## config.mk

```make
export PLATFORM = sky130hd
export DESIGN_NAME = madd_unit
export DESIGN_NICKNAME = d
export VERILOG_FILES = /design/src/rtl/madd_pkg.sv /design/src/rtl/madd_regfile.sv /design/src/rtl/madd_ctrl.sv /design/src/rtl/madd_dpath.sv /design/src/rtl/madd_unit.sv
export SDC_FILE = /design/constraint.sdc
export NUM_CORES = 1
export LEC_CHECK = 0
export ABC_CLOCK_PERIOD_IN_PS = 8600
export BUFFER_PORTS_ARGS = -buffer_cell sky130_fd_sc_hd__buf_4
export CAP_MARGIN = 10
export CORE_MARGIN = 5
export CORE_UTILIZATION = 60
export DETAILED_ROUTE_END_ITERATION = 10
export PLACE_DENSITY = 0.8
export SYNTH_ARGS = -nofsm -noshare
export SYNTH_HDL_FRONTEND = slang
export SYNTH_SLANG_ARGS = --single-unit
```

## constraint.sdc

```tcl
create_clock -name clk -period 8.6 [get_ports clk]
set_input_delay 2.58 -clock clk [delete_from_list [all_inputs] [get_ports clk]]
set_output_delay 2.58 -clock clk [all_outputs]
set_load 0.1 [all_outputs]
```

## src/rtl/madd_pkg.sv

```systemverilog
package madd_pkg;

    localparam int WORD_W    = 16;
    localparam int NUM_REGS  = 8;
    localparam int REG_IDX_W = $clog2(NUM_REGS);
    localparam int IMM_W     = 5;
    localparam int CC_W      = 3;
    localparam logic [3:0] OPC_MADD = 4'b1010;

    typedef enum logic [2:0] {
        ST_IDLE,
        ST_ADDR,
        ST_READ,
        ST_EXEC,
        ST_DONE
    } madd_state_e;

    // Decoded view of the instruction word.
    typedef struct packed {
        logic [3:0]           opc;
        logic [REG_IDX_W-1:0] dst;
        logic [REG_IDX_W-1:0] src_a;
        logic                 use_imm;
        logic [IMM_W-1:0]     low;
    } madd_instr_t;

    function automatic logic [WORD_W-1:0] sext_imm(input logic [IMM_W-1:0] v);
        return {{(WORD_W-IMM_W){v[IMM_W-1]}}, v};
    endfunction

    // Flags ordered {N,Z,P}.
    function automatic logic [CC_W-1:0] flags_of(input logic [WORD_W-1:0] v);
        logic [CC_W-1:0] f;
        if (v[WORD_W-1])  f = 3'b100;
        else if (v == '0) f = 3'b010;
        else              f = 3'b001;
        return f;
    endfunction

endpackage

```

## src/rtl/madd_regfile.sv

```systemverilog
module madd_regfile
    import madd_pkg::*;
#(
    parameter int W = WORD_W,
    parameter int N = NUM_REGS
) (
    input  logic                 clk,
    input  logic                 rst_n,
    input  logic [$clog2(N)-1:0] ra_idx,
    output logic [W-1:0]         ra_data,
    input  logic [$clog2(N)-1:0] rb_idx,
    output logic [W-1:0]         rb_data,
    input  logic [$clog2(N)-1:0] rc_idx,
    output logic [W-1:0]         rc_data,
    input  logic                 we,
    input  logic [$clog2(N)-1:0] wa,
    input  logic [W-1:0]         wd
);
    localparam int IW = $clog2(N);

    logic [W-1:0] regs [N];

    always_ff @(posedge clk or negedge rst_n) begin
        if (!rst_n) begin
            for (int i = 0; i < N; i++) regs[i] <= '0;
        end else if (we) begin
            regs[wa] <= wd;
        end
    end

    // Three independent combinational read ports.
    assign ra_data = regs[ra_idx];
    assign rb_data = regs[rb_idx];
    assign rc_data = regs[rc_idx];

    logic [IW-1:0] unused_w;
    assign unused_w = wa;

endmodule

```

## src/rtl/madd_ctrl.sv

```systemverilog
module madd_ctrl
    import madd_pkg::*;
(
    input  logic        clk,
    input  logic        rst_n,
    input  logic        start,
    input  logic [3:0]  opc,
    input  logic        mem_ready,
    output madd_state_e state,
    output logic        ld_ir,
    output logic        ld_mar,
    output logic        ld_mdr,
    output logic        wb,
    output logic        mem_rd,
    output logic        busy,
    output logic        done
);
    madd_state_e nxt;

    // State register.
    always_ff @(posedge clk or negedge rst_n) begin
        if (!rst_n) state <= ST_IDLE;
        else        state <= nxt;
    end

    // Next state and per-state strobes.
    always_comb begin
        nxt    = state;
        ld_ir  = 1'b0;
        ld_mar = 1'b0;
        ld_mdr = 1'b0;
        wb     = 1'b0;
        mem_rd = 1'b0;
        busy   = 1'b1;
        done   = 1'b0;
        unique case (state)
            ST_IDLE: begin
                busy = 1'b0;
                if (start && opc == OPC_MADD) begin
                    ld_ir = 1'b1;
                    nxt   = ST_ADDR;
                end
            end
            ST_ADDR: begin
                ld_mar = 1'b1;
                nxt    = ST_READ;
            end
            ST_READ: begin
                mem_rd = 1'b1;
                if (mem_ready) begin
                    ld_mdr = 1'b1;
                    nxt    = ST_EXEC;
                end
            end
            ST_EXEC: begin
                wb  = 1'b1;
                nxt = ST_DONE;
            end
            ST_DONE: begin
                done = 1'b1;
                nxt  = ST_IDLE;
            end
            default: nxt = ST_IDLE;
        endcase
    end


    rd_hold_chk: assert property (@(posedge clk) disable iff (!rst_n)
        (mem_rd && !mem_ready) |=> mem_rd);


    done_pulse_chk: assert property (@(posedge clk) disable iff (!rst_n)
        done |=> !done);


    bad_opc_chk: assert property (@(posedge clk) disable iff (!rst_n)
        (state == ST_IDLE && opc != OPC_MADD) |=> !busy);

endmodule

```

## src/rtl/madd_dpath.sv

```systemverilog
module madd_dpath
    import madd_pkg::*;
#(
    parameter int W  = WORD_W,
    parameter int IW = REG_IDX_W
) (
    input  logic          clk,
    input  logic          rst_n,
    input  logic [15:0]   instr,
    input  logic          ld_ir,
    input  logic          ld_mar,
    input  logic          ld_mdr,
    input  logic          wb,
    input  logic [W-1:0]  src_a_val,
    input  logic [W-1:0]  src_b_val,
    input  logic [W-1:0]  mem_rdata,
    output logic [IW-1:0] src_a_idx,
    output logic [IW-1:0] src_b_idx,
    output logic [IW-1:0] dst_idx,
    output logic [W-1:0]  mem_addr,
    output logic [W-1:0]  wb_data,
    output logic [CC_W-1:0] cc
);
    madd_instr_t ir;
    logic [W-1:0] mar, opb, mdr;

    assign src_a_idx = ir.src_a;
    assign src_b_idx = ir.low[IW-1:0];
    assign dst_idx   = ir.dst;

    always_ff @(posedge clk or negedge rst_n) begin
        if (!rst_n) begin
            ir  <= '0;
            mar <= '0;
            opb <= '0;
            mdr <= '0;
            cc  <= 3'b010;
        end else begin
            if (ld_ir) ir <= madd_instr_t'(instr);
            // Both sources are captured here, before any write-back.
            if (ld_mar) begin
                mar <= {src_a_val[W-1:1], 1'b0};
                opb <= ir.use_imm ? sext_imm(ir.low) : src_b_val;
            end
            if (ld_mdr) mdr <= mem_rdata;
            if (wb)     cc  <= flags_of(wb_data);
        end
    end

    assign mem_addr = mar;
    assign wb_data  = mdr + opb;


    cc_onehot_chk: assert property (@(posedge clk) disable iff (!rst_n)
        $countones(cc) == 1);

endmodule

```

## src/rtl/madd_unit.sv

```systemverilog
module madd_unit
    import madd_pkg::*;
(
    input  logic        clk,
    input  logic        rst_n,
    input  logic        start,
    input  logic [15:0] instr,
    output logic        busy,
    output logic        done,
    output logic        mem_rd,
    output logic [15:0] mem_addr,
    input  logic [15:0] mem_rdata,
    input  logic        mem_ready,
    output logic [2:0]  cc,
    input  logic        pre_we,
    input  logic [2:0]  pre_idx,
    input  logic [15:0] pre_data,
    input  logic [2:0]  peek_idx,
    output logic [15:0] peek_data
);
    madd_state_e state;
    logic ld_ir, ld_mar, ld_mdr, wb;
    logic [REG_IDX_W-1:0] a_idx, b_idx, d_idx, w_idx;
    logic [WORD_W-1:0] a_val, b_val, wb_data, w_data;
    logic rf_we;

    madd_ctrl u_ctrl (
        .clk(clk), .rst_n(rst_n), .start(start), .opc(instr[15:12]),
        .mem_ready(mem_ready), .state(state), .ld_ir(ld_ir), .ld_mar(ld_mar),
        .ld_mdr(ld_mdr), .wb(wb), .mem_rd(mem_rd), .busy(busy), .done(done)
    );

    madd_dpath u_dpath (
        .clk(clk), .rst_n(rst_n), .instr(instr), .ld_ir(ld_ir), .ld_mar(ld_mar),
        .ld_mdr(ld_mdr), .wb(wb), .src_a_val(a_val), .src_b_val(b_val),
        .mem_rdata(mem_rdata), .src_a_idx(a_idx), .src_b_idx(b_idx),
        .dst_idx(d_idx), .mem_addr(mem_addr), .wb_data(wb_data), .cc(cc)
    );

    // Write-back has the port; preloads are accepted only while idle.
    assign rf_we  = wb | (pre_we & ~busy);
    assign w_idx  = wb ? d_idx : pre_idx;
    assign w_data = wb ? wb_data : pre_data;

    madd_regfile u_rf (
        .clk(clk), .rst_n(rst_n),
        .ra_idx(a_idx), .ra_data(a_val),
        .rb_idx(b_idx), .rb_data(b_val),
        .rc_idx(peek_idx), .rc_data(peek_data),
        .we(rf_we), .wa(w_idx), .wd(w_data)
    );


    addr_stable_chk: assert property (@(posedge clk) disable iff (!rst_n)
        (mem_rd && !mem_ready) |=> $stable(mem_addr));


    done_after_wb_chk: assert property (@(posedge clk) disable iff (!rst_n)
        wb |=> done);


    cc_quiet_chk: assert property (@(posedge clk) disable iff (!rst_n)
        !wb |=> $stable(cc));


    busy_preload_chk: assert property (@(posedge clk) disable iff (!rst_n)
        (busy && !wb) |=> $stable(peek_data) || $changed(peek_idx));

endmodule

```

## After elaboration in Yosys (flattened, before gate mapping)

Cells that the tools add are included.

- Bits in registers: 193
- Input port bits: 59
- Output and inout port bits: 38
- Logic and storage cells: 70

- Add/sub/neg operators: 1
- Order comparisons: 5
- Equality and inequality tests: 7
- Mux-type cells: 29
- Bitwise gates (word level): 6
- Reduce and logical (&&, ||, !) cells: 5

Operator list:

| kind | count |
|---|---|
| $bmux 16 s3 | 3 |
| $mux 16 | 9 |
| $bwmux 128 | 1 |
| $demux 16 s3 | 1 |
| $add 16x16->16 | 1 |
| $ge 4x4->1 const B | 4 |
| $logic_not 16->1 | 1 |
| $not 3->4 | 4 |
| $mux 3 | 4 |
| $pmux 3 s4 | 1 |
| $mux 1 | 9 |
| $eq 3x2->1 const B | 2 |
| $eq 4x4->1 const B | 1 |
| $lt 4x1->1 const B | 1 |
| $eq 3x1->1 const B | 1 |
| $eq 3x3->1 const B | 1 |
| $logic_not 3->1 | 1 |
| $logic_and 1x1->1 | 2 |
| $mux 2 | 1 |
| $ne 2x1->1 const B | 1 |
| $ne 2x2->1 const B | 1 |
| $reduce_and 2->1 | 1 |
| $and 1x1->1 | 1 |
| $or 1x1->1 | 1 |

## Longest topological paths before layout

Gate-level depths: netlist (run 1).

- Depth in word-level cells: 9
- Gate-level depth with buffers: 10
- Depth with buffers taken out: 9

## Modules after synthesis

From an unflattened synthesis (run 1), not the netlist that was laid out.

- Cell total of the unflattened synthesis: 800
- Area, all modules: 11980.2 um2

By module, submodules not included:

| module | instances | cells an instance | area an instance (um2) | seq. area each (um2) |
|---|---|---|---|---|
| madd_regfile | 1 | 450 | 8071.5 | 3203.1 |
| madd_dpath | 1 | 308 | 3387.0 | 1552.7 |
| madd_unit | 1 | 23 | 319.1 | 0.0 |
| madd_ctrl | 1 | 19 | 202.7 | 75.1 |

## Worst setup path before layout (run 1)

OpenSTA, ideal clock, no wires.

- Kind: input to output
- Start: in peek_idx[0]
- End: out peek_data[10]
- Data arrival time: 4.106 ns
- Data required time: 6.020 ns
- Setup slack: 1.914 ns
- Stages: 4
- Path buffers: 2
- Cells stage by stage: clkbuf_1 > buf_2 > mux4_2 > mux2_2

- Word-level cells in the longest chain between the ends: 4

RTL lines:

| item | line | source |
|---|---|---|
| start: declaration | madd_unit.sv:18 | `input logic [2:0] peek_idx,` |
| $not 3->4 (not written as such) | madd_regfile.sv:34 | `assign rc_data = regs[rc_idx];` |
| $bmux 16 s3 | madd_regfile.sv:34 |  |
| $mux 16 (not written as such) (2 in a row) | madd_regfile.sv:34 |  |
| end: declaration | madd_unit.sv:19 | `output logic [15:0] peek_data` |

No other way between the ends. The select of a mux whose other input is x is not followed.

## Final worst setup path (run 1)

- Start: in peek_idx[0]
- End: out peek_data[5]

Same word-level chain as after synthesis.

==> results of run 1 <==
## per-layer routing
layer,up-vias,track usage (%),routed length (um)
met5,-,0,0
met2,434,45.0,13700
met1,4044,39.4,11500
met4,0,9.62,742
li1,3455,-,-
met3,69,7.23,2820
## path summary, 6_finish.rpt
check / from / endpoint / slack (ps) / cells after the start
worst max-delay path: peek_idx[0] / peek_data[5] / 1760 / 4
worst min-delay path: u_dpath.cc[1]$_DFFE_PN1P_ / u_dpath.cc[1]$_DFFE_PN1P_ / 480 / 2
worst max register to register: u_dpath.mdr[0]$_DFFE_PN0P_ / u_rf.regs[60]$_DFFE_PN0P_ / 5270 / 9
worst min register to register: u_dpath.cc[1]$_DFFE_PN1P_ / u_dpath.cc[1]$_DFFE_PN1P_ / 480 / 2
max in group asynchronous: rst_n / u_dpath.src_b_idx[0]$_DFFE_PN0P_ / 4770 / 2
min in group asynchronous: rst_n / u_dpath.mdr[1]$_DFFE_PN0P_ / 2260 / 1
## worst max-delay path, stage by stage
cell	delay, ps
buf_4	510
mux4_2	600
mux2_2	300
buf_4	240
## cell families after synthesis
group,synth area share (%)
mux,32.9
other cells,0.0344
buf+inv,2.74
compound gates,9.66
flops,44.3
xor+xnor,1.04
simple gates,7.50
fa+ha+maj,1.90
## area by class of cell
type                    count  area [sq um]  share of cell area (%)
well taps                 229           287                    2.33
clock buffers              23           498                    4.04
clock inverters             5          78.8                   0.640
repair buffers            107           810                    6.57
inverters                   5          18.8                   0.152
multi-input cells         629          5790                    47.0
flip-flops and latches    193          4830                    39.2
## state kept, by name, indices dropped and copies added (netlist names)
register and cells:
u_dpath.ir 3, u_dpath.mem_addr 15, u_ctrl.state 3, u_dpath.src_b_idx 3, u_dpath.mdr 16, u_dpath.src_a_idx 3
u_dpath.dst_idx 3, u_dpath.opb 16, u_rf.regs 128, u_dpath.cc 3
## synth_stat cells (all sizes together) (2+ instances only)
cell type	n
nand2	93
inv	5
clkbuf	38
a211oi	7
buf	26
dfrtp	192
nand3b	2
a211o	2
a21o	10
nand3	6
a221oi	2
nor2	56
nor3b	3
o21a	6
nand2b	4
o31ai	2
o21ai	97
mux2	110
ha	15
or3	2
a22oi	2
or2	2
nor3	7
mux4	94
xor2	6
o22ai	2
a31oi	2
a21oi	48
and3	3
mux2i	23
xnor2	7
## where the power goes
part           internal [mW]  total, mW  switching, mW  leakage, nW
sequential              1.35       1.91          0.565         2.34
clock                  0.460      0.789          0.329        0.287
combinational           1.35       3.04           1.69         2.63
## metrics by stage
step                      cells  power [mW]
final                      1191        5.74
after global routing       1191        6.06
after CTS                  1191        5.72
after detailed placement   1163        4.89
after global placement     1163        4.80
after floorplan             891        4.14
==> impl_results.md, run 1 <==
- Clk root buf: clkbuf_16
- Via count: 8,002
- Post-route cell area: 12,300 sq um
- Cell taking the most area after synthesis: dfrtp_1
- Grt ovf: 0
- Detailed-route vias per instance: 6.72
- Commonest non-fill, non-tap cell in the layout: dfrtp_1
- DIE HEIGHT: 145 um
- Remaining DRCs: 0
- Dpl cell area: 11,700 sq um
- DR WL/cell: 24.1 um
- Initial Util: 60.8%
- Sink Count: 193
- Gates resized, CTS repair: 0
- Area of the core: 18,000 sq um
- Synth Net Count: 966
- Count of different cell masters after synthesis: 60
- Fin nets: 1,028
- Worst-case clock skew: 8.20 ps
- Skew-Pair Late Insertion Delay: 440 ps
- I/O pin count: 97
- Worst-path clk slew: 70 ps
- Hold_ws: 476 ps
- Top_reg_cell synth: dfrtp_1
- Area grow syn2layout: 12.9%
- CTS tree: yes
- Global-route wire length before repair: 45.2 mm
- Maximum number of pins on one net before global-route repair: 117
- Post-layout util: 68.6%
- Syn Inst Count: 891
- Setup TNS: 0 ps
- Synthesized area per cell: 12.2 sq um
- Total CTS buffers: 17
- Crit Path Class: input pin to primary output
- CP endpoint kind: primary output
- Clock Tree Buf Depth: 2
- Pleak: 5.25 nW
- Initial antenna violation count: 0
- Hold_buf cts: 0
- Final ANT Viol Nets: 0
- Yosys reg bits: 193
- Final worst setup slack: 1760 ps
- Place WS: 1740 ps
- CP arrival: 4260 ps
- Share of cells above drive strength 1: 37.0%
- CP startpoint kind: input pin
- # Max-Cap Violations: 0
- # port buffers: 95
- Synth top area share: 44.0%
- EDFF count, synth: 0
- Most frequent cells in the layout: dfrtp_1 (189), mux2_2 (110), buf_4 (106)
- Drt total wl: 28.7 mm
- N_diodes: 0
- Pins Over Slew Limit: 0
- Slew margin rel.: 17.1%
- Worst VDD drop: 317 uV
- Final setup violation count: 0
- Max FO, Critical Path: 32
- Measured slew at the worst slew-check pin: 1240 ps
- Final hold violation count: 0
- Post-DP HPWL: 18.4 mm
- PwrDens: 466 nW/um^2
- Post-synthesis sequential area ratio: 44.3%
- Die Area: 21,000 sq um
- Part of the cycle the worst path needs: 79.5%
- Router iterations before antenna repair: 5
- Min-delay worst type: register to register
- Mapped cell area: 10,900 sq um
- Async set-or-reset flop fraction in the synthesized netlist: 100%
- DR iter-0 viols: 771
- Area contributors post-synth: dfrtp_1 (44%), mux4_2 (19%), mux2_2 (11%)
- Rows: 49
- H-tree levels: 4
- Fillers: 1,243
- Critical Path RT: 6020 ps
- GRT Resource Usage Total: 28.6%
- Post-layout minimum cycle time: 6840 ps
- Status: finished, final reports clean
- Vias in the first global route: 8,016
- RePlAce Congestion: 0.926
- Yosys warns: 0
- Setup bufs post-CTS: 0
- Max Clock Freq: 146 MHz
- RSZ-0062 raised after global routing: false
- Die width: 145 um
Note: power is estimated with default switching activity, not from simulation.
==> run 2, diff against run 1 <==
ABC_CLOCK_PERIOD_IN_PS = 5800   (was 8600)
CORE_UTILIZATION = 55   (was 60)
PLACE_DENSITY = 0.77   (was 0.8)
clock period = 5.8 ns   (was 8.6 ns; I/O delays follow)
==> run 2 against run 1 <==
Sequential power rose by 47%. Utilization fell by 5.3 points. Die area rose by 8.5%. Largest cell class unchanged. Largest power group unchanged. Final cell count rose by 3.6%. Global-route usage fell by 2.8 points. Worst hold slack got worse by 4.8 ps. Clock power rose by 42%. Highest routed layer is now met5. Clock skew barely moved. Sequential cell count did not move. Total power rose by 47%. Count of clock-buffer cells in the layout did not move.
==> impl_results.md, run 2 (synthesis gave the netlist of run 1 again) <==
- Fin nets: 1,031 (was 1,028)
- Pleak: 5.24 nW (was 5.25 nW)
- Slew margin rel.: 18.5% (was 17.1%)
- I/O pin count: 97 (unchanged)
- Post-DP HPWL: 18.7 mm (was 18.4 mm)
- Initial Util: 55.9% (was 60.8%)
- RePlAce Congestion: 0.867 (was 0.926)
- N_diodes: 0 (unchanged)
- Final ANT Viol Nets: 0 (unchanged)
- Pins Over Slew Limit: 0 (unchanged)
- Most flops, register: u_rf.regs (unchanged)
- Final setup violation count: 0 (unchanged)
- Worst-path clk slew: 70 ps (about the same)
- Max FFs per register: 128 (unchanged)
- Max Clock Freq: 195 MHz
- Placed Cells: 1,202 (was 1,163)
- Commonest non-fill, non-tap cell in the layout: dfrtp_1 (unchanged)
- Clock Tree Buf Depth: 2 (unchanged)
- Fillers: 1,476 (was 1,243)
- Biggest regs: u_rf.regs (128), u_dpath.mdr (16), u_dpath.opb (16) (unchanged)
- Router iterations before antenna repair: 5 (unchanged)
- Worst-case clock skew: 8.20 ps (about the same)
- PwrDens: 681 nW/um^2 (was 466 nW/um^2)
- Grt ovf: 0 (unchanged)
- DR WL/cell: 22.7 um (was 24.1 um)
- Crit path cell chain: buf_4, buf_12, mux4_2, mux2_2, buf_4 (was buf_4, mux4_2, mux2_2, buf_4)
- CTS tree: yes (unchanged)
- H-tree levels: 4 (unchanged)
- Gates resized, CTS repair: 0 (unchanged)
- Via count: 7,898 (was 8,002)
- Most frequent cells in the layout: dfrtp_1 (189), mux2_2 (110), buf_4 (108) (was dfrtp_1 (189), mux2_2 (110), buf_4 (106))
- RSZ-0062 raised after global routing: false (unchanged)
- Status: finished, final reports clean (unchanged)
- CP startpoint kind: input pin (unchanged)
- Initial antenna violation count: 1 (was 0)
- CP arrival: 3390 ps (was 4260 ps)
- Share of cells above drive strength 1: 37.0% (about the same)
- Setup bufs post-CTS: 0 (unchanged)
- Part of the cycle the worst path needs: 88.4%
- Total CTS buffers: 17 (unchanged)
- Global-route wire length before repair: 44.6 mm (was 45.2 mm)
- DR iter-0 viols: 689 (was 771)
- Maximum number of pins on one net before global-route repair: 108 (was 117)
- Clk root buf: clkbuf_16 (unchanged)
- Critical Path RT: 4060 ps (was 6020 ps)
- Sink Count: 193 (unchanged)
- CP max stage delay: 520 ps (was 600 ps)
- Skew-Pair Late Insertion Delay: 440 ps (about the same)
- Setup TNS: 0 ps (unchanged)
- Vias in the first global route: 8,032 (was 8,016)
- Drt total wl: 28.1 mm (was 28.7 mm)
- Non-Filler Instances: 1,234 (was 1,191)
- Total power: 8.42 mW (was 5.74 mW)
- Area grow syn2layout: 13.3% (was 12.9%)
- Area of the core: 19,500 sq um (was 18,000 sq um)
- Slowest cell on crit path: mux4_2 (unchanged)
- Most Frequent Cell on Critical Path: buf_4 (unchanged)
- Worst VDD drop: 364 uV (was 317 uV)
- DIE HEIGHT: 151 um (was 145 um)
- Min-delay worst type: register to register (unchanged)
- Die width: 151 um (was 145 um)
- Remaining DRCs: 0 (unchanged)
- # port buffers: 95 (unchanged)
- Area of the multi-input gates: 5790 sq um (unchanged)
- Top delay family on crit path: multiplexers (unchanged)
- Measured slew at the worst slew-check pin: 1220 ps (was 1240 ps)
- Die Area: 22,800 sq um (was 21,000 sq um)
- Max FO, Critical Path: 17 (was 32)
- Crit Path Class: input pin to primary output (unchanged)
- Worst path bufs/invs: 3 (was 2)
- Hold_buf cts: 0 (unchanged)
- Rows: 51 (was 49)
- Post-layout minimum cycle time: 5130 ps
- Post-layout util: 63.3% (was 68.6%)
- # Max-Cap Violations: 0 (unchanged)
- Final hold violation count: 0 (unchanged)
- Detailed-route vias per instance: 6.40 (was 6.72)
- GRT Resource Usage Total: 25.8% (was 28.6%)
- Register Area: 4830 sq um (unchanged)
- CP endpoint kind: primary output (unchanged)
==> run 2: final cells by class <==
class | count | share of cell area [%]
Sequential cell | 193 | 39.1
Timing Repair Buffer | 110 | 6.83
Multi-Input combinational cell | 629 | 46.8
Tap cell | 265 | 2.68
Clock buffer | 23 | 3.70
Clock inverter | 9 | 0.688
Inverter | 5 | 0.152
==> run 2: layer usage <==
metal,wire length (um),vias up,GRT usage (%),part of all wire [%]
met4,672,2,8.66,2.4
met5,13,-,0,0.046
met1,11500,4028,35.5,41
met3,2430,59,5.63,8.7
li1,-,3461,-,-
met2,13400,348,41.0,48
==> run 2: final timing paths <==
kind                                       startpoint                   endpoint  slack [ps]  depth (start not counted)
max in group asynchronous                       rst_n  u_rf.regs[85]$_DFFE_PN0P_        3450                          2
max                                       peek_idx[0]              peek_data[10]         670                          5
min                         u_dpath.cc[1]$_DFFE_PN1P_  u_dpath.cc[1]$_DFFE_PN1P_         470                          2
min reg2reg                 u_dpath.cc[1]$_DFFE_PN1P_  u_dpath.cc[1]$_DFFE_PN1P_         470                          2
max reg2reg                u_dpath.opb[0]$_DFFE_PN0P_  u_rf.regs[92]$_DFFE_PN0P_        2460                          9
min in group asynchronous                       rst_n  u_dpath.ir[3]$_DFFE_PN0P_        1380                          1
==> run 2: where the power goes <==
group	internal, mW	switching (mW)
registers	1.99	0.809
logic	2.00	2.50
clock network	0.604	0.519
==> run 2: worst reg2reg max path: stages, from the launching register on <==
cell	delay [ps]
dfrtp_1	400
ha_1	210
fa_1	430
a21o_1	250
a221oi_1	510
o21a_1	240
nor2_1	60
a211oi_1	430
o21ai_1	330
mux2_2	350
==> run 2: through the flow <==
step	hold slack [ps]	area, sq um	worst slack (ps)
6_report	471	12400	674
3_3_place_gp	453	11800	686
2_1_floorplan	453	10900	794
4_1_cts	476	12400	651
5_1_grt	491	12400	569
3_5_place_dp	466	11800	660
